[src/rtl/spi_frame_pkg.sv]
`timescale 1ns/100ps
package spi_frame_pkg;
  typedef enum logic [1:0] {
    PH_HDR  = 2'd0,
    PH_DATA = 2'd1,
    PH_DONE = 2'd2
  } phase_e;
endpackage

[src/rtl/spi_frame_sync.sv]
`timescale 1ns/100ps
module spi_frame_sync #(
  parameter int          W       = 1,
  parameter logic [W-1:0] RST_VAL = '0
) (
  input  logic         clk_i,
  input  logic         rst_ni,
  input  logic [W-1:0] d_i,
  output logic [W-1:0] q_o
);
  for (genvar g = 0; g < W; g++) begin : g_bit
    logic s1, s2;
    always_ff @(posedge clk_i or negedge rst_ni) begin
      if (!rst_ni) begin
        s1 <= RST_VAL[g];
        s2 <= RST_VAL[g];
      end else begin
        s1 <= d_i[g];
        s2 <= s1;
      end
    end
    assign q_o[g] = s2;
  end
endmodule

[src/rtl/spi_frame_shift.sv]
`timescale 1ns/100ps
module spi_frame_shift #(
  parameter int BYTE_W = 8
) (
  input  logic              clk_i,
  input  logic              rst_ni,
  input  logic              active_i,
  input  logic              rise_i,
  input  logic              fall_i,
  input  logic              mosi_i,
  input  logic              tx_en_i,
  input  logic [BYTE_W-1:0] tx_byte_i,
  output logic              byte_done_o,
  output logic [BYTE_W-1:0] rx_byte_o,
  output logic              miso_o
);
  localparam int CW = $clog2(BYTE_W);

  logic [CW-1:0]     bit_cnt;
  logic [BYTE_W-1:0] rx_sh, tx_sh;
  logic [BYTE_W-1:0] rx_nxt;

  assign rx_nxt = {rx_sh[BYTE_W-2:0], mosi_i};

  always_ff @(posedge clk_i or negedge rst_ni) begin
    if (!rst_ni) begin
      bit_cnt     <= '0;
      rx_sh       <= '0;
      tx_sh       <= '0;
      rx_byte_o   <= '0;
      byte_done_o <= 1'b0;
    end else if (!active_i) begin
      bit_cnt     <= '0;
      rx_sh       <= '0;
      tx_sh       <= '0;
      byte_done_o <= 1'b0;
    end else begin
      byte_done_o <= 1'b0;
      if (rise_i) begin
        rx_sh <= rx_nxt;
        if (bit_cnt == CW'(BYTE_W - 1)) begin
          bit_cnt     <= '0;
          byte_done_o <= 1'b1;
          rx_byte_o   <= rx_nxt;
        end else begin
          bit_cnt <= bit_cnt + 1'b1;
        end
      end
      // falling edge: load a fresh byte at a boundary, else shift
      if (fall_i) begin
        if (!tx_en_i)          tx_sh <= '0;
        else if (bit_cnt == '0) tx_sh <= tx_byte_i;
        else                   tx_sh <= {tx_sh[BYTE_W-2:0], 1'b0};
      end
    end
  end

  assign miso_o = tx_en_i & tx_sh[BYTE_W-1];
endmodule

[src/rtl/spi_frame_ctrl.sv]
`timescale 1ns/100ps
module spi_frame_ctrl
  import spi_frame_pkg::*;
#(
  parameter int ADDR_W = 16,
  parameter int CNT_W  = 15,
  parameter int BYTE_W = 8
) (
  input  logic              clk_i,
  input  logic              rst_ni,
  input  logic              active_i,
  input  logic              byte_done_i,
  input  logic [BYTE_W-1:0] rx_byte_i,
  output logic              tx_en_o,
  output logic [BYTE_W-1:0] tx_byte_o,
  output logic [ADDR_W-1:0] mem_addr_o,
  output logic [BYTE_W-1:0] mem_wdata_o,
  output logic              mem_we_o,
  output logic              mem_re_o,
  input  logic [BYTE_W-1:0] mem_rdata_i
);
  localparam int HDR_W = ADDR_W + 1 + CNT_W;
  localparam int HDR_N = HDR_W / BYTE_W;
  localparam int HIW   = $clog2(HDR_N);

  phase_e              phase;
  logic [HIW-1:0]      hdr_idx;
  logic [HDR_W-BYTE_W-1:0] hdr_sh;
  logic [HDR_W-1:0]    hdr_word;
  logic [ADDR_W-1:0]   addr_q, addr_nxt, hdr_addr;
  logic [CNT_W-1:0]    rem_q, hdr_cnt;
  logic                wr_q, hdr_wr, rd_pend;

  assign hdr_word = {hdr_sh, rx_byte_i};
  assign hdr_addr = hdr_word[HDR_W-1 -: ADDR_W];
  assign hdr_wr   = hdr_word[CNT_W];
  assign hdr_cnt  = hdr_word[CNT_W-1:0];
  assign addr_nxt = addr_q + 1'b1;
  assign tx_en_o  = (phase == PH_DATA) && !wr_q;

  always_ff @(posedge clk_i or negedge rst_ni) begin
    if (!rst_ni) begin
      phase       <= PH_HDR;
      hdr_idx     <= '0;
      hdr_sh      <= '0;
      addr_q      <= '0;
      rem_q       <= '0;
      wr_q        <= 1'b0;
      rd_pend     <= 1'b0;
      tx_byte_o   <= '0;
      mem_addr_o  <= '0;
      mem_wdata_o <= '0;
      mem_we_o    <= 1'b0;
      mem_re_o    <= 1'b0;
    end else begin
      mem_we_o <= 1'b0;
      mem_re_o <= 1'b0;
      rd_pend  <= mem_re_o;
      if (rd_pend) tx_byte_o <= mem_rdata_i;
      if (!active_i) begin
        phase   <= PH_HDR;
        hdr_idx <= '0;
      end else if (byte_done_i) begin
        unique case (phase)
          PH_HDR: begin
            hdr_sh <= hdr_word[HDR_W-BYTE_W-1:0];
            if (hdr_idx == HIW'(HDR_N - 1)) begin
              hdr_idx <= '0;
              addr_q  <= hdr_addr;
              wr_q    <= hdr_wr;
              rem_q   <= hdr_cnt;
              if (hdr_cnt == '0) begin
                phase <= PH_DONE;
              end else begin
                phase <= PH_DATA;
                if (!hdr_wr) begin  // prefetch first read byte
                  mem_re_o   <= 1'b1;
                  mem_addr_o <= hdr_addr;
                end
              end
            end else begin
              hdr_idx <= hdr_idx + 1'b1;
            end
          end
          PH_DATA: begin
            addr_q <= addr_nxt;
            rem_q  <= rem_q - 1'b1;
            if (rem_q == CNT_W'(1)) phase <= PH_DONE;
            if (wr_q) begin
              mem_we_o    <= 1'b1;
              mem_addr_o  <= addr_q;
              mem_wdata_o <= rx_byte_i;
            end else if (rem_q != CNT_W'(1)) begin
              mem_re_o   <= 1'b1;
              mem_addr_o <= addr_nxt;
            end
          end
          default: ;
        endcase
      end
    end
  end
endmodule

[src/rtl/spi_frame_slave.sv]
`timescale 1ns/100ps
module spi_frame_slave #(
  parameter int ADDR_W = 16,
  parameter int CNT_W  = 15,
  parameter int BYTE_W = 8
) (
  input  logic              clk_i,
  input  logic              rst_ni,
  input  logic              sclk_i,
  input  logic              cs_ni,
  input  logic              mosi_i,
  output logic              miso_o,
  output logic [ADDR_W-1:0] mem_addr_o,
  output logic [BYTE_W-1:0] mem_wdata_o,
  output logic              mem_we_o,
  output logic              mem_re_o,
  input  logic [BYTE_W-1:0] mem_rdata_i
);
  logic [2:0]        pin_s;
  logic              sclk_s, cs_s, mosi_s, sclk_q;
  logic              rise, fall, active;
  logic              byte_done, tx_en;
  logic [BYTE_W-1:0] rx_byte, tx_byte;

  spi_frame_sync #(.W(3), .RST_VAL(3'b010)) u_sync (
    .clk_i (clk_i),
    .rst_ni(rst_ni),
    .d_i   ({sclk_i, cs_ni, mosi_i}),
    .q_o   (pin_s)
  );
  assign {sclk_s, cs_s, mosi_s} = pin_s;

  always_ff @(posedge clk_i or negedge rst_ni) begin
    if (!rst_ni) sclk_q <= 1'b0;
    else         sclk_q <= sclk_s;
  end

  assign rise   = sclk_s & ~sclk_q;
  assign fall   = ~sclk_s & sclk_q;
  assign active = ~cs_s;

  spi_frame_shift #(.BYTE_W(BYTE_W)) u_shift (
    .clk_i      (clk_i),
    .rst_ni     (rst_ni),
    .active_i   (active),
    .rise_i     (rise),
    .fall_i     (fall),
    .mosi_i     (mosi_s),
    .tx_en_i    (tx_en),
    .tx_byte_i  (tx_byte),
    .byte_done_o(byte_done),
    .rx_byte_o  (rx_byte),
    .miso_o     (miso_o)
  );

  spi_frame_ctrl #(.ADDR_W(ADDR_W), .CNT_W(CNT_W), .BYTE_W(BYTE_W)) u_ctrl (
    .clk_i      (clk_i),
    .rst_ni     (rst_ni),
    .active_i   (active),
    .byte_done_i(byte_done),
    .rx_byte_i  (rx_byte),
    .tx_en_o    (tx_en),
    .tx_byte_o  (tx_byte),
    .mem_addr_o (mem_addr_o),
    .mem_wdata_o(mem_wdata_o),
    .mem_we_o   (mem_we_o),
    .mem_re_o   (mem_re_o),
    .mem_rdata_i(mem_rdata_i)
  );
endmodule

[config.mk]
export PLATFORM = sky130hd
export DESIGN_NAME = spi_frame_slave
export DESIGN_NICKNAME = d
export VERILOG_FILES = /design/src/rtl/spi_frame_pkg.sv /design/src/rtl/spi_frame_sync.sv /design/src/rtl/spi_frame_shift.sv /design/src/rtl/spi_frame_ctrl.sv /design/src/rtl/spi_frame_slave.sv
export SDC_FILE = /design/constraint.sdc
export NUM_CORES = 1
export LEC_CHECK = 0
export BUFFER_PORTS_ARGS = -buffer_cell sky130_fd_sc_hd__clkbuf_2
export CAP_MARGIN = 20
export CORE_AREA = 2 2 109 111
export CTS_BUF_LIST = sky130_fd_sc_hd__clkbuf_16
export DETAILED_ROUTE_END_ITERATION = 8
export DIE_AREA = 0 0 111 113
export PLACE_DENSITY = 0.74
export REMOVE_ABC_BUFFERS = 1
export SETUP_SLACK_MARGIN = 0.1
export SLEW_MARGIN = 20
export SYNTH_ARGS = -nofsm -noshare
export SYNTH_HDL_FRONTEND = slang
export SYNTH_SLANG_ARGS = --single-unit
export TNS_END_PERCENT = 50
[constraint.sdc]
create_clock -name clk_i -period 2.4 [get_ports clk_i]
set_clock_uncertainty 0.15 [all_clocks]
set_input_delay 0.36 -clock clk_i [delete_from_list [all_inputs] [get_ports clk_i]]
set_output_delay 0.36 -clock clk_i [all_outputs]
set_load 0.01 [all_outputs]
; After elaboration in Yosys (flattened, before gate mapping)
; Index checks and enable logic that the tools add are counted.
[op_classes]
add_sub_neg = 4
eq_ne = 11
n_mux = 44
bitwise_logic = 6
reduce_logical = 19
[ops]
columns = cell, n
row1 = 2-to-1 mux 16 bit, 6
row2 = case mux 16 bit (2 select lines), 2
row3 = 2-to-1 mux 8 bit, 4
row4 = case mux 15 bit (2 select lines), 1
row5 = 2-to-1 mux 2 bit, 9
row6 = adder 16 x 1 -> 16 bit (second input constant), 1
row7 = AND reduction 4 bit, 4
row8 = equality test 15 x 1 -> 1 bit (second input constant), 1
row9 = logical NOT 15 bit, 1
row10 = 2-to-1 mux 15 bit, 1
row11 = != test 15 x 1 -> 1 bit (second input constant), 1
row12 = subtractor 15 x 1 -> 15 bit (second input constant), 1
row13 = 2-to-1 mux 1 bit, 14
row14 = 2-to-1 mux 7 bit, 2
row15 = nonzero test 2 bit, 5
row16 = 2-to-1 mux 3 bit, 3
row17 = AND reduction 7 bit, 1
row18 = != test 3 x 2 -> 1 bit (second input constant), 2
row19 = AND reduction 3 bit, 2
row20 = != test 2 bit (second input constant), 2
row21 = case mux 2 bit (2 select lines), 1
row22 = adder 3 x 1 -> 3 bit (second input constant), 1
row23 = bitwise AND 1 bit, 3
row24 = equality test 3 bit (second input constant), 1
row25 = other kinds (13), 15
[word_totals]
register_bits = 129
in_bits = 13
out_inout_bits = 27
elab_cells = 108

; Depth between registers and ports, before layout
; Gate-level depths: netlist of run 1.
[depth]
word_depth = 6
depth_mapped = 8

; By module
; From an unflattened synthesis of run 1, not the netlist that was laid out.
[hier_totals]
cells_unflattened = 593
hier_area_um2 = 6311.1
[modules_own_cells]
columns = module, n_inst, cells_per_inst, area_per_inst_um2, seq_area_each_um2
row1 = spi_frame_ctrl, 1, 485, 4865.9, 2377.3
row2 = spi_frame_shift, 1, 95, 1226.2, 675.6
row3 = spi_frame_sync, 1, 9, 175.2, 152.6
row4 = spi_frame_slave, 1, 4, 43.8, 25.0

; Worst setup path after synthesis of run 1
; OpenSTA, ideal clock, no wires.
[synth_path]
path_type = reg-to-reg
startpoint = register u_ctrl.rem_q[11]
endpoint = register u_ctrl.mem_addr_o[10]
setup_time_ps = 125
arrival_time_ps = 1753
required_ps = 2125
setup_slack_ps = 372
path_stages_with_launch = 6
path_buffers = 1
period_less_slack_ps = 2028
path_cell_list = dfrtp_1 > or4_4 > nor3_4 > a221oi_4 > buf_6 > mux2_4
[synth_between]
elab_chain_cells = 3
[synth_rtl]
columns = item, line
row1 = start: declaration, spi_frame_ctrl.sv:31  ; logic [CNT_W-1:0] rem_q, hdr_cnt;
row2 = start signal: assignment, spi_frame_ctrl.sv:71  ; rem_q <= hdr_cnt;
row3 = start signal: assignment, spi_frame_ctrl.sv:87  ; rem_q <= rem_q - 1'b1;
row4 = != test 15 x 1 -> 1 bit, spi_frame_ctrl.sv:93  ; end else if (rem_q != CNT_W'(1)) begin
row5 = != test 3 x 2 -> 1 bit (no source line), n/a
row6 = AND reduction 7 bit (no source line), n/a
row7 = end signal: assignment, spi_frame_ctrl.sv:78  ; mem_addr_o <= hdr_addr;
row8 = end signal: assignment, spi_frame_ctrl.sv:91  ; mem_addr_o <= addr_q;
row9 = end signal: assignment, spi_frame_ctrl.sv:95  ; mem_addr_o <= addr_nxt;
row10 = end: declaration, spi_frame_ctrl.sv:16  ; output logic [ADDR_W-1:0] mem_addr_o,
; No other way between the ends.
; A chain may end at the register's enable or synchronous reset.

; Worst setup path in the final report of run 1
[layout_path]
startpoint = register u_ctrl.phase[1]
endpoint = output port miso_o
[layout_between]
elab_chain_cells = 3
[layout_rtl]
columns = item, line
row1 = start: declaration, spi_frame_ctrl.sv:26  ; phase_e phase;
row2 = start signal: assignment, spi_frame_ctrl.sv:43  ; phase <= PH_HDR;
row3 = start signal: assignment, spi_frame_ctrl.sv:61  ; phase <= PH_HDR;
row4 = start signal: assignment, spi_frame_ctrl.sv:73  ; phase <= PH_DONE;
row5 = equality test 2 x 1 -> 1 bit, spi_frame_ctrl.sv:39  ; assign tx_en_o = (phase == PH_DATA) && !wr_q;
row6 = logical AND 1 bit, spi_frame_ctrl.sv:39
row7 = bitwise AND 1 bit, spi_frame_shift.sv:58  ; assign miso_o = tx_en_i & tx_sh[BYTE_W-1];
row8 = end: declaration, spi_frame_slave.sv:12  ; output logic miso_o,
; No other way between the ends.

==> results of run 1 <==
==> cells in the mapped netlist, types with 2 or more instances <==
master,number
o21a_1,3
nor3_1,17
nor3b_1,3
and3_1,2
clkbuf_1,22
nand2_1,48
inv_1,13
dfstp_2,2
a21boi_0,2
xnor2_1,10
o32ai_1,2
ha_1,7
xor2_1,3
nand4_1,4
nand2b_1,5
nand4b_1,4
o21ai_0,42
nand3_1,9
nor2b_1,4
nor2_1,43
o22a_1,6
a31oi_1,10
a2bb2oi_1,2
a21oi_1,55
buf_1,4
o22ai_1,4
dfrtp_1,127
buf_2,9
a22oi_1,4
a21o_1,3
mux2_2,55
nor4_1,15
mux2i_1,8
o2bb2ai_1,2
mux2_4,10
==> timing repair <==
action / in CTS / in global routing
hold endpoints to repair: 39 / 0
gates resized for setup: 0 / 1
hold buffers: 4 / 0
gates cloned: 0 / 0
endpoints found under the setup margin: 24 / 4
pin swaps: 2 / 0
setup buffers: 2 / 1
==> metrics by stage <==
stage | std cells | power, mW | worst slack, ps | utilization [%]
final | 800 | 4.76 | 187 | 65.5
after global routing | 800 | 4.91 | 91.6 | 65.5
after CTS | 799 | 4.81 | 169 | 65.4
after detailed placement | 761 | 2.33 | 12.7 | 59.7
after global placement | 761 | 2.33 | 47.9 | 59.7
after floorplan | 544 | 2.25 | -1110 | -
==> final cells by class <==
type,count,area [um2],share of cell area (%)
Timing Repair Buffer,81,586,7.93
Tap cell,143,179,2.42
Clock inverter,15,144,1.95
Sequential cell,129,3230,43.8
Multi-Input combinational cell,402,2770,37.5
Clock buffer,17,425,5.76
Inverter,13,48.8,0.661
==> power by group through the flow <==
stage | clock network, mW | logic (mW) | registers, mW
after CTS | 2.51 | 0.104 | 2.19
after global placement | 0 | 0.0961 | 2.23
final | 2.47 | 0.101 | 2.19
after detailed placement | 0 | 0.0992 | 2.23
after floorplan | 0 | 0.0218 | 2.23
after global routing | 2.61 | 0.116 | 2.19
==> final timing paths <==
kind / to / slack, ps / depth (start not counted)
min: u_ctrl.tx_byte_o[0] / 10 / 2
min in group asynchronous: u_shift.tx_sh[3] / 310 / 2
max in group asynchronous: u_ctrl.hdr_sh[9] / 1130 / 3
max reg2reg: u_ctrl.mem_addr_o[15] / 240 / 5
min reg2reg: u_sync.g_bit[2].s2 / 200 / 0
max: miso_o / 190 / 5
==> sequential cells by signal (all words and copies together) (netlist names), 2 cells and up <==
signal	flops
u_ctrl.mem_addr_o	16
u_ctrl.hdr_idx	2
u_ctrl.addr_q	16
u_ctrl.rem_q	15
u_shift.rx_byte_o	8
u_shift.bit_cnt	3
u_shift.tx_sh	8
u_ctrl.hdr_sh	24
u_sync.g_bit.s1	3
u_ctrl.mem_wdata_o	8
u_ctrl.phase	2
u_ctrl.tx_byte_o	8
u_sync.g_bit.s2	3
u_shift.rx_sh	7
==> cell families after synthesis <==
kind of cell | synth area share (%)
XOR/XNOR | 1.84
buffers and inverters | 3.28
AO/OA/AOI/OAI | 14.0
flip-flops | 52.3
AND/OR/NAND/NOR | 13.4
adder cells (fa/ha/maj) | 1.42
multiplexers | 13.8
==> worst register-to-register path, cell delays in order (launching register included) <==
cell and delay, ps:
dfrtp_1 490, nand4_1 220, nor4_1 450, xor2_1 130, a221o_1 350, mux2_4 250
==> metal layers <==
| metal | GRT usage, % | vias to the layer above |
|---|---|---|
| met3 | 4.87 | 26 |
| met4 | 10.4 | 0 |
| li1 | - | 2222 |
| met1 | 30.9 | 2345 |
| met5 | 0 | - |
| met2 | 41.6 | 154 |
==> impl_metrics.py, run 1 <==
metrics = {
    "final_layout": {
        "areaGrowthSynthToFinish_pct": 19.5,
        "drive_gt1_share_pct": 28.5,
        "fillers": 848,
        "diodes": 0,
        "final_cell_mix": "127 x dfrtp_1, 55 x mux2_2, 55 x a21oi_1, 48 x nand2_1",
        "layout.nets": 664,
        "final_common_cell": "dfrtp_1",
        "finalInstanceArea_um2": 7380,
    },
    "critical_path": {
        "crit_path_top_delay_cell": "dfrtp_1",
        "end_kind": "output pin",
        "arrival_ps": 1700,
        "r2r-start": "u_ctrl.addr_q[10]",
        "cp-startpoint": "u_ctrl.phase[1]",
        "worst-path-buf-inv": 2,
        "critPathTopFamily": "simple AND/OR/NAND/NOR gates",
        "cpPeakStageDelay_ps": 450,
        "crit_type": "reg -> out",
        "crit_chain": "nand2b_1, nor2_2, buf_4, and2_1, clkbuf_2",
        "critPathMaxFanout": 5,
        "critPathRequiredTime_ps": 1890,
        "cp-start-kind": "flip-flop",
    },
    "die": {
        "chipHeight_um": 113,
        "num_io_pins": 40,
        "dieArea_um2": 12500,
        "start_util_pct": 54.8,
        "rows": 39,
        "core_um2": 11300,
        "die_w_um": 111,
    },
    "routing": {
        "drtAntennaViolNets": 0,
        "top_layer_used": "met4",
        "dr.pass1.iters": 5,
        "vias": 4747,
        "via_per_inst": 5.93,
        "wirelength_um": 14200,
        "wl_met3_um": 667,
        "wl_per_cell_um": 17.8,
        "dr_wl_met2_um": 7140,
        "first_iter_violations": 264,
        "drc": 0,
        "wl_met1_um": 6110,
    },
    "global_routing": {
        "grt_pass1_vias": 4822,
        "antenna_found_initial": 0,
        "grt.total_usage_pct": 24.5,
        "grt.overflow.total": 0,
        "grt_pass1_wl_um": 24200,
        "grt_max_degree": 53,
    },
    "job": {
        "maxCapViolCount": 0,
    },
    "clock_tree": {
        "clk-insertion-delay-late_ps": 430,
        "cts_root_buf": "clkbuf_16",
        "cts_tree": "built",
        "numCtsBuffers": 17,
        "cts_buffer_depth": 2,
        "clock-sinks": 129,
        "clk_pin_slew_ps": 60,
        "cts_max_level": 4,
    },
    "power_and_ir_drop": {
        "switchingPower_mw": 1.03,
        "ir_drop_v": 0.000421,
        "p_per_area_nw_per_um2": 645,
        "seq_power_share_pct": 46.0,
        "p_clk_share_pct": 51.8,
        "p_leak_nw": 3.45,
        "comb_power_share_pct": 2.1,
        "internal_power_mw": 3.73,
        "swShare_pct": 21.7,
    },
    "worst_hold_path": {
        "hold_path_class": "in -> reg",
        "worstHoldStart": "mem_rdata_i[0]",
    },
    "placement": {
        "dpl_cell_area_um2": 6730,
        "io_buffer_count": 39,
        "dp_hpwl_um": 9400,
        "routabilityCongestion": 0.925,
    },
    "yosys": {
        "synth.top_cell.area_share_pct": 51.4,
        "syn_avg_cell_area_um2": 10.7,
        "syn_area_um2": 6180,
        "synth-seq-cells": 129,
        "synth_flop_cell": "dfrtp_1",
        "synth-async-reset-ratio_pct": 100,
        "synth-edff-count": 0,
        "seq_area_frac_synth_pct": 52.3,
        "ys_warn_count": 0,
        "ys_types": 56,
        "syn_inst": 580,
        "synthTopCellsByArea": "dfrtp_1 51%, mux2_2 10%, a21oi_1 4.5%",
        "synth_top_cell_by_area": "dfrtp_1",
    },
    "sta": {
        "holdWs_ps": 11.1,
        "worst_pin_slew_ps": 690,
        "finalHoldViolCount": 0,
        "period_share_pct": 92.2,
        "finalSetupViolCount": 0,
        "setup_tns_ps": 0,
        "rsz0062_at_grt": "true",
        "finalMaxSlewViolations": 0,
        "layout_min_cycle_time_ps": 2210,
        "slew_headroom_pct": 54.0,
        "max_freq_mhz": 452,
    },
    "status": {
        "status": "completed",
    },
}
Note: power is estimated with default switching activity, not from simulation.
==> run 2, diff against run 1 <==
--- a/config.mk
+++ b/config.mk
@@ -11,7 +11,7 @@
 export CTS_BUF_LIST = sky130_fd_sc_hd__clkbuf_16
 export DETAILED_ROUTE_END_ITERATION = 8
 export DIE_AREA = 0 0 111 113
-export PLACE_DENSITY = 0.74
+export PLACE_DENSITY = 0.77
 export REMOVE_ABC_BUFFERS = 1
 export SETUP_SLACK_MARGIN = 0.1
 export SLEW_MARGIN = 20
==> constraint.sdc (replaced) <==
create_clock -name clk_i -period 1.9 [get_ports clk_i]
set_clock_uncertainty 0.15 [all_clocks]
set_input_delay 0.285 -clock clk_i [delete_from_list [all_inputs] [get_ports clk_i]]
set_output_delay 0.285 -clock clk_i [all_outputs]
set_load 0.01 [all_outputs]
==> run 2 against run 1 <==
Net effect:
- sequential cell count unchanged
- routed wire length increased by 52%
- the flow now finishes with violations (negative setup slack)
- register-to-register slack got worse by 450 ps
- hold slack improved by 140 ps
- sequential share of layout area decreased by 8.4 points
- first-iteration DRC count increased by 67%
- non-clock buffer count increased by 106
- combinational power increased by 48%
==> impl_metrics.py, run 2 (synthesized netlist as in run 1, its figures left out) <==
metrics = {
    "status": {
        "status": "complete, but fails checks",
        "failed_checks": "negative setup slack",
    },
    "placement": {
        "dp_hpwl_um": 10200,
        "routabilityCongestion": 0.877,
        "io_buffer_count": 39,
        "placed_cells": 814,
        "pre_cts_slack_ps": -571,
    },
    "global_routing": {
        "grt.overflow.total": 0,
        "grt.total_usage_pct": 28.3,
        "grt_max_degree": 59,
        "antenna_found_initial": 0,
        "grt_pass1_wl_um": 27800,
        "grt_pass1_vias": 5359,
    },
    "power_and_ir_drop": {
        "ir_drop_v": 0.000794,
        "p_leak_nw": 4.33,
        "swShare_pct": 21.6,
        "p_per_area_nw_per_um2": 720,
        "power_mw": 6.58,
        "seq_power_share_pct": 42.1,
        "internal_power_mw": 5.16,
        "switchingPower_mw": 1.42,
        "comb_power_share_pct": 2.3,
        "p_clk_share_pct": 55.6,
    },
    "final_layout": {
        "fin_cells": 906,
        "drive_gt1_share_pct": 45.7,
        "layout.nets": 770,
        "diodes": 0,
        "areaGrowthSynthToFinish_pct": 47.9,
        "regMostFlops": "u_ctrl.hdr_sh",
        "final_cell_mix": "125 x dfrtp_1, 95 x buf_4, 48 x a21oi_1, 41 x nand2_1, 41 x mux2_4",
        "final_common_cell": "dfrtp_1",
        "largest_reg_flops": 24,
        "fillers": 516,
        "reg_top3": "u_ctrl.hdr_sh x24, u_ctrl.addr_q x16, u_ctrl.mem_addr_o x16",
    },
    "sta": {
        "rsz0062_at_grt": "true",
        "finalHoldViolCount": 0,
        "worst_pin_slew_ps": 642,
        "finalSetupViolCount": 25,
        "layout_min_cycle_time_ps": 2110,
        "finalMaxSlewViolations": 0,
        "worst_slack_ps": -211,
        "holdWs_ps": 152,
        "period_share_pct": 111,
        "slew_headroom_pct": 57.0,
        "setup_tns_ps": -3300,
        "max_freq_mhz": 474,
    },
    "critical_path": {
        "r2r-start": "u_ctrl.rem_q[8]",
        "cp-start-kind": "flip-flop",
        "crit_type": "reg -> reg",
        "critPathMaxFanout": 7,
        "arrival_ps": 2270,
        "critPathRequiredTime_ps": 2060,
        "reg2reg_slack_ps": -210,
        "reg2reg_depth": 6,
        "r2r-end": "u_ctrl.mem_addr_o[10]",
        "end_kind": "flip-flop",
    },
    "routing": {
        "dr.pass1.iters": 6,
        "drtAntennaViolNets": 0,
        "wl_per_cell_um": 23.8,
        "drc": 0,
        "first_iter_violations": 441,
        "vias": 5786,
        "via_per_inst": 6.39,
        "wirelength_um": 21600,
    },
    "die": {
        "start_util_pct": 54.8,
        "core_um2": 11300,
        "rows": 39,
        "dieArea_um2": 12500,
        "chipHeight_um": 113,
        "num_io_pins": 40,
        "die_w_um": 111,
    },
    "clock_tree": {
        "cts_root_buf": "clkbuf_16",
        "cts_buffer_depth": 2,
        "clock-sinks": 129,
        "clk_pin_slew_ps": 60,
        "numCtsBuffers": 17,
        "clk-insertion-delay-late_ps": 430,
        "cts_max_level": 4,
        "cts_tree": "built",
    },
    "job": {
        "maxCapViolCount": 0,
    },
    "worst_hold_path": {
        "hold_path_class": "in -> async",
    },
}
## run 2: changes by cell type in the layout (fill, tap and decap cells not counted), moves of 7 or more
cell,before,now
a21oi_1,55,48
a21oi_2,0,7
buf_12,5,13
buf_4,34,95
buf_6,0,22
clkbuf_16,17,24
dlygate4sd3_1,4,12
mux2_2,55,24
mux2_4,10,41
nand2_1,48,41
o21ai_0,42,34
## run 2: worst max path at each step
stage | end | startpoint | cells past startpoint | slack [ps]
after floorplan | u_ctrl.mem_wdata_o[0] | u_ctrl.phase[0] | 4 | -1610
final | u_ctrl.mem_addr_o[10] | u_ctrl.rem_q[8] | 6 | -210
after detailed placement | u_ctrl.mem_addr_o[0] | u_ctrl.rem_q[0] | 5 | -570
after CTS | u_ctrl.mem_addr_o[10] | u_ctrl.rem_q[5] | 6 | -130
after global placement | u_ctrl.mem_addr_o[0] | u_ctrl.rem_q[0] | 5 | -430
after global routing | u_ctrl.mem_addr_o[10] | u_ctrl.rem_q[8] | 6 | -270
## run 2: critical path: stages (launching register included)
cell	delay, ps
dfrtp_1	410
nor4_4	360
nand2_2	130
nor3_4	310
a221oi_4	140
buf_6	180
mux2_4	300
## run 2: final cells by class
class                           count  area [um2]  share of cell area, %
Clock buffer                       17         425                   4.66
Inverter                           13        52.6                  0.575
Timing Repair Buffer              187        1720                   18.8
Sequential cell                   129        3230                   35.4
Clock inverter                     15         231                   2.53
Multi-Input combinational cell    402        3300                   36.1
Tap cell                          143         179                   1.96
## run 2: power by group through the flow
stage	Sequential, mW	Combinational (mW)	Clock (mW)
global route	2.77	0.168	3.77
global placement	2.82	0.122	0
floorplan	2.82	0.0275	0
finish	2.77	0.149	3.66
detailed placement	2.82	0.124	0
CTS	2.77	0.145	3.65
## run 2: routing by layer
| metal | up-vias | share of wire, % | track usage, % |
|---|---|---|---|
| met1 | 2840 | 36 | 34.6 |
| li1 | 2437 | - | - |
| met2 | 358 | 48 | 47.7 |
| met5 | - | 0 | 0 |
| met4 | 0 | 8.2 | 13.4 |
| met3 | 151 | 7.4 | 6.91 |
## run 2: what timing repair did
item / CTS / global route
gates resized for setup: 56 / 112
buffers inserted: 6 / 35
pin swaps: 16 / 29
hold endpoints to repair: 139 / 0
hold buffers: 12 / 0
cloned: 0 / 8
endpoints found under the setup margin: 36 / 94
## run 2: through the flow
step | utilization, % | cell area [um2]
finish | 81.1 | 9140
global route | 81.1 | 9140
CTS | 73.1 | 8240
detailed placement | 63.5 | 7150
global placement | 63.5 | 7150
floorplan | - | 6020
==> run 3, diff against run 2 <==
--- a/config.mk
+++ b/config.mk
@@ -11,7 +11,7 @@
 export CTS_BUF_LIST = sky130_fd_sc_hd__clkbuf_16
 export DETAILED_ROUTE_END_ITERATION = 8
 export DIE_AREA = 0 0 111 113
-export PLACE_DENSITY = 0.77
+export PLACE_DENSITY = 0.83
 export REMOVE_ABC_BUFFERS = 1
 export SETUP_SLACK_MARGIN = 0.1
 export SLEW_MARGIN = 20
==> run 3 against run 2 <==
Net effect:
- the run still ends with negative setup slack left
- critical path type unchanged
- sequential power about the same
- die area unchanged
- critical path depth unchanged
- register-to-register slack worse by 60 ps
- highest routed layer unchanged
==> impl_metrics.py, run 3 (synthesized netlist as in run 1, its figures left out) <==
metrics = {
    "final_layout": {
        "fin_cells": 904,
        "drive_gt1_share_pct": 45.6,
        "diodes": 0,
        "largest_reg_flops": 24,
        "finalInstanceArea_um2": 9090,
        "reg_top3": "u_ctrl.hdr_sh x24, u_ctrl.addr_q x16, u_ctrl.mem_addr_o x16",
        "layout.nets": 769,
        "final_common_cell": "dfrtp_1",
        "regMostFlops": "u_ctrl.hdr_sh",
        "final_cell_mix": "127 x dfrtp_1, 97 x buf_4, 47 x a21oi_1, 45 x nand2_1, 43 x mux2_4",
        "areaGrowthSynthToFinish_pct": 47.1,
    },
    "routing": {
        "via_per_inst": 6.86,
        "first_iter_violations": 727,
        "wirelength_um": 24000,
        "drtAntennaViolNets": 0,
        "wl_per_cell_um": 26.6,
        "dr.pass1.iters": 8,
        "vias": 6198,
        "drc": 0,
    },
    "global_routing": {
        "grt_pass1_wl_um": 29800,
        "use_met1_pct": 34.9,
        "grt.busiest_layer": "met2",
        "grt_pass1_vias": 5811,
        "grt.overflow.total": 0,
        "use_met3_pct": 7.18,
        "grt_max_degree": 41,
        "antenna_found_initial": 0,
        "grt.total_usage_pct": 30.4,
        "grt_use_met2_pct": 52.5,
    },
    "sta": {
        "worst_pin_slew_ps": 592,
        "slew_headroom_pct": 60.5,
        "period_share_pct": 114,
        "layout_min_cycle_time_ps": 2170,
        "worst_slack_ps": -275,
        "rsz0062_at_grt": "true",
        "finalHoldViolCount": 0,
        "finalMaxSlewViolations": 0,
        "setup_tns_ps": -7280,
        "finalSetupViolCount": 57,
        "max_freq_mhz": 460,
    },
    "critical_path": {
        "cp-startpoint": "u_ctrl.rem_q[0]",
        "critPathMaxFanout": 7,
        "arrival_ps": 2320,
        "crit_type": "reg -> reg",
        "reg2reg_depth": 6,
        "end_kind": "flip-flop",
        "critPathRequiredTime_ps": 2050,
        "r2r-start": "u_ctrl.rem_q[0]",
        "r2r-end": "u_ctrl.mem_addr_o[2]",
        "cp-start-kind": "flip-flop",
        "reg2reg_slack_ps": -270,
    },
    "status": {
        "failed_checks": "negative setup slack",
        "status": "complete, but fails checks",
    },
    "clock_tree": {
        "cts_tree": "built",
        "cts_max_level": 4,
        "clk_pin_slew_ps": 60,
        "numCtsBuffers": 17,
        "cts_root_buf": "clkbuf_16",
        "cts_buffer_depth": 2,
        "clk-insertion-delay-late_ps": 430,
        "clock-sinks": 129,
    },
    "power_and_ir_drop": {
        "p_per_area_nw_per_um2": 680,
        "ir_drop_v": 0.000808,
        "p_leak_nw": 4.29,
        "power_mw": 6.18,
    },
    "die": {
        "chipHeight_um": 113,
        "die_w_um": 111,
        "rows": 39,
        "start_util_pct": 54.8,
        "core_um2": 11300,
        "num_io_pins": 40,
        "dieArea_um2": 12500,
    },
    "placement": {
        "dp_hpwl_um": 10300,
        "pre_cts_slack_ps": -548,
        "dpl_cell_area_um2": 7150,
        "placed_cells": 812,
        "io_buffer_count": 39,
        "routabilityCongestion": 0.934,
    },
    "worst_hold_path": {
        "worstHoldStart": "u_sync.g_bit[0].s1",
        "min_to": "u_sync.g_bit[0].s2",
        "hold_path_class": "reg -> reg",
        "hold_depth": 0,
    },
    "job": {
        "maxCapViolCount": 0,
    },
}
-- run 3: changes by cell type in the layout (fill, tap and decap cells not counted), moves of 4 or more --
| cell | delta |
|---|---|
| nand2_1 | +4 |
| nor4_1 | -4 |
| o21ai_0 | -5 |
| nor4_2 | +5 |
| o21ai_1 | +6 |
-- run 3: how the worst max path moves through the flow --
stage                       endpoint  slack, ps  depth (start not counted)
6_report        u_ctrl.mem_addr_o[2]       -270                          6
4_1_cts         u_ctrl.mem_addr_o[6]       -100                          5
3_3_place_gp    u_ctrl.mem_addr_o[5]       -450                          5
3_5_place_dp    u_ctrl.mem_addr_o[4]       -550                          5
5_1_grt         u_ctrl.mem_addr_o[2]       -360                          6
2_1_floorplan  u_ctrl.mem_wdata_o[0]      -1610                          4
-- run 3: report_power, final --
group,internal (mW),switching (mW)
Clock,1.92,1.33
Combinational,0.0583,0.102
Sequential,2.76,0.0105
Total,4.74,1.44
-- run 3: area by class of cell --
cell class	instances	area, um2
sequential	129	3230
inverter	13	52.6
clock inverter	14	144
fill	523	2180
tap	143	179
clock buffer	17	425
timing repair buffer	186	1720
multi-input combinational	402	3340
-- run 3: metal layers --
metal  routed length [um]  vias up  share of wire, %
met5                    0        -                 0
met4                 2270        0               9.4
met3                 2300      229               9.6
met2                11200      564                47
met1                 8220     2967                34
li1                     -     2438                 -
-- run 3: critical path, cell delays in order, from the launching register on --
cell and delay, ps:
dfrtp_1 420, ha_1 220, nand2_1 180, nor3_4 90
a221oi_4 360, buf_4 260, mux2_2 360
-- run 3: through the flow --
stage               util [%]  hold slack (ps)
detailed placement      63.4              168
global placement        63.4              162
CTS                     73.7              204
floorplan                  -             -161
global route            80.7              212
finish                  80.7              206
-- run 3: timing repair --
| item | CTS | global route |
|---|---|---|
| setup endpoints to repair | 66 | 102 |
| cloned | 5 | 7 |
| hold buffers | 12 | 0 |
| pin swaps | 10 | 37 |
| endpoints found under the hold margin | 46 | 0 |
| gates resized for setup | 42 | 129 |
| buffers inserted | 17 | 21 |
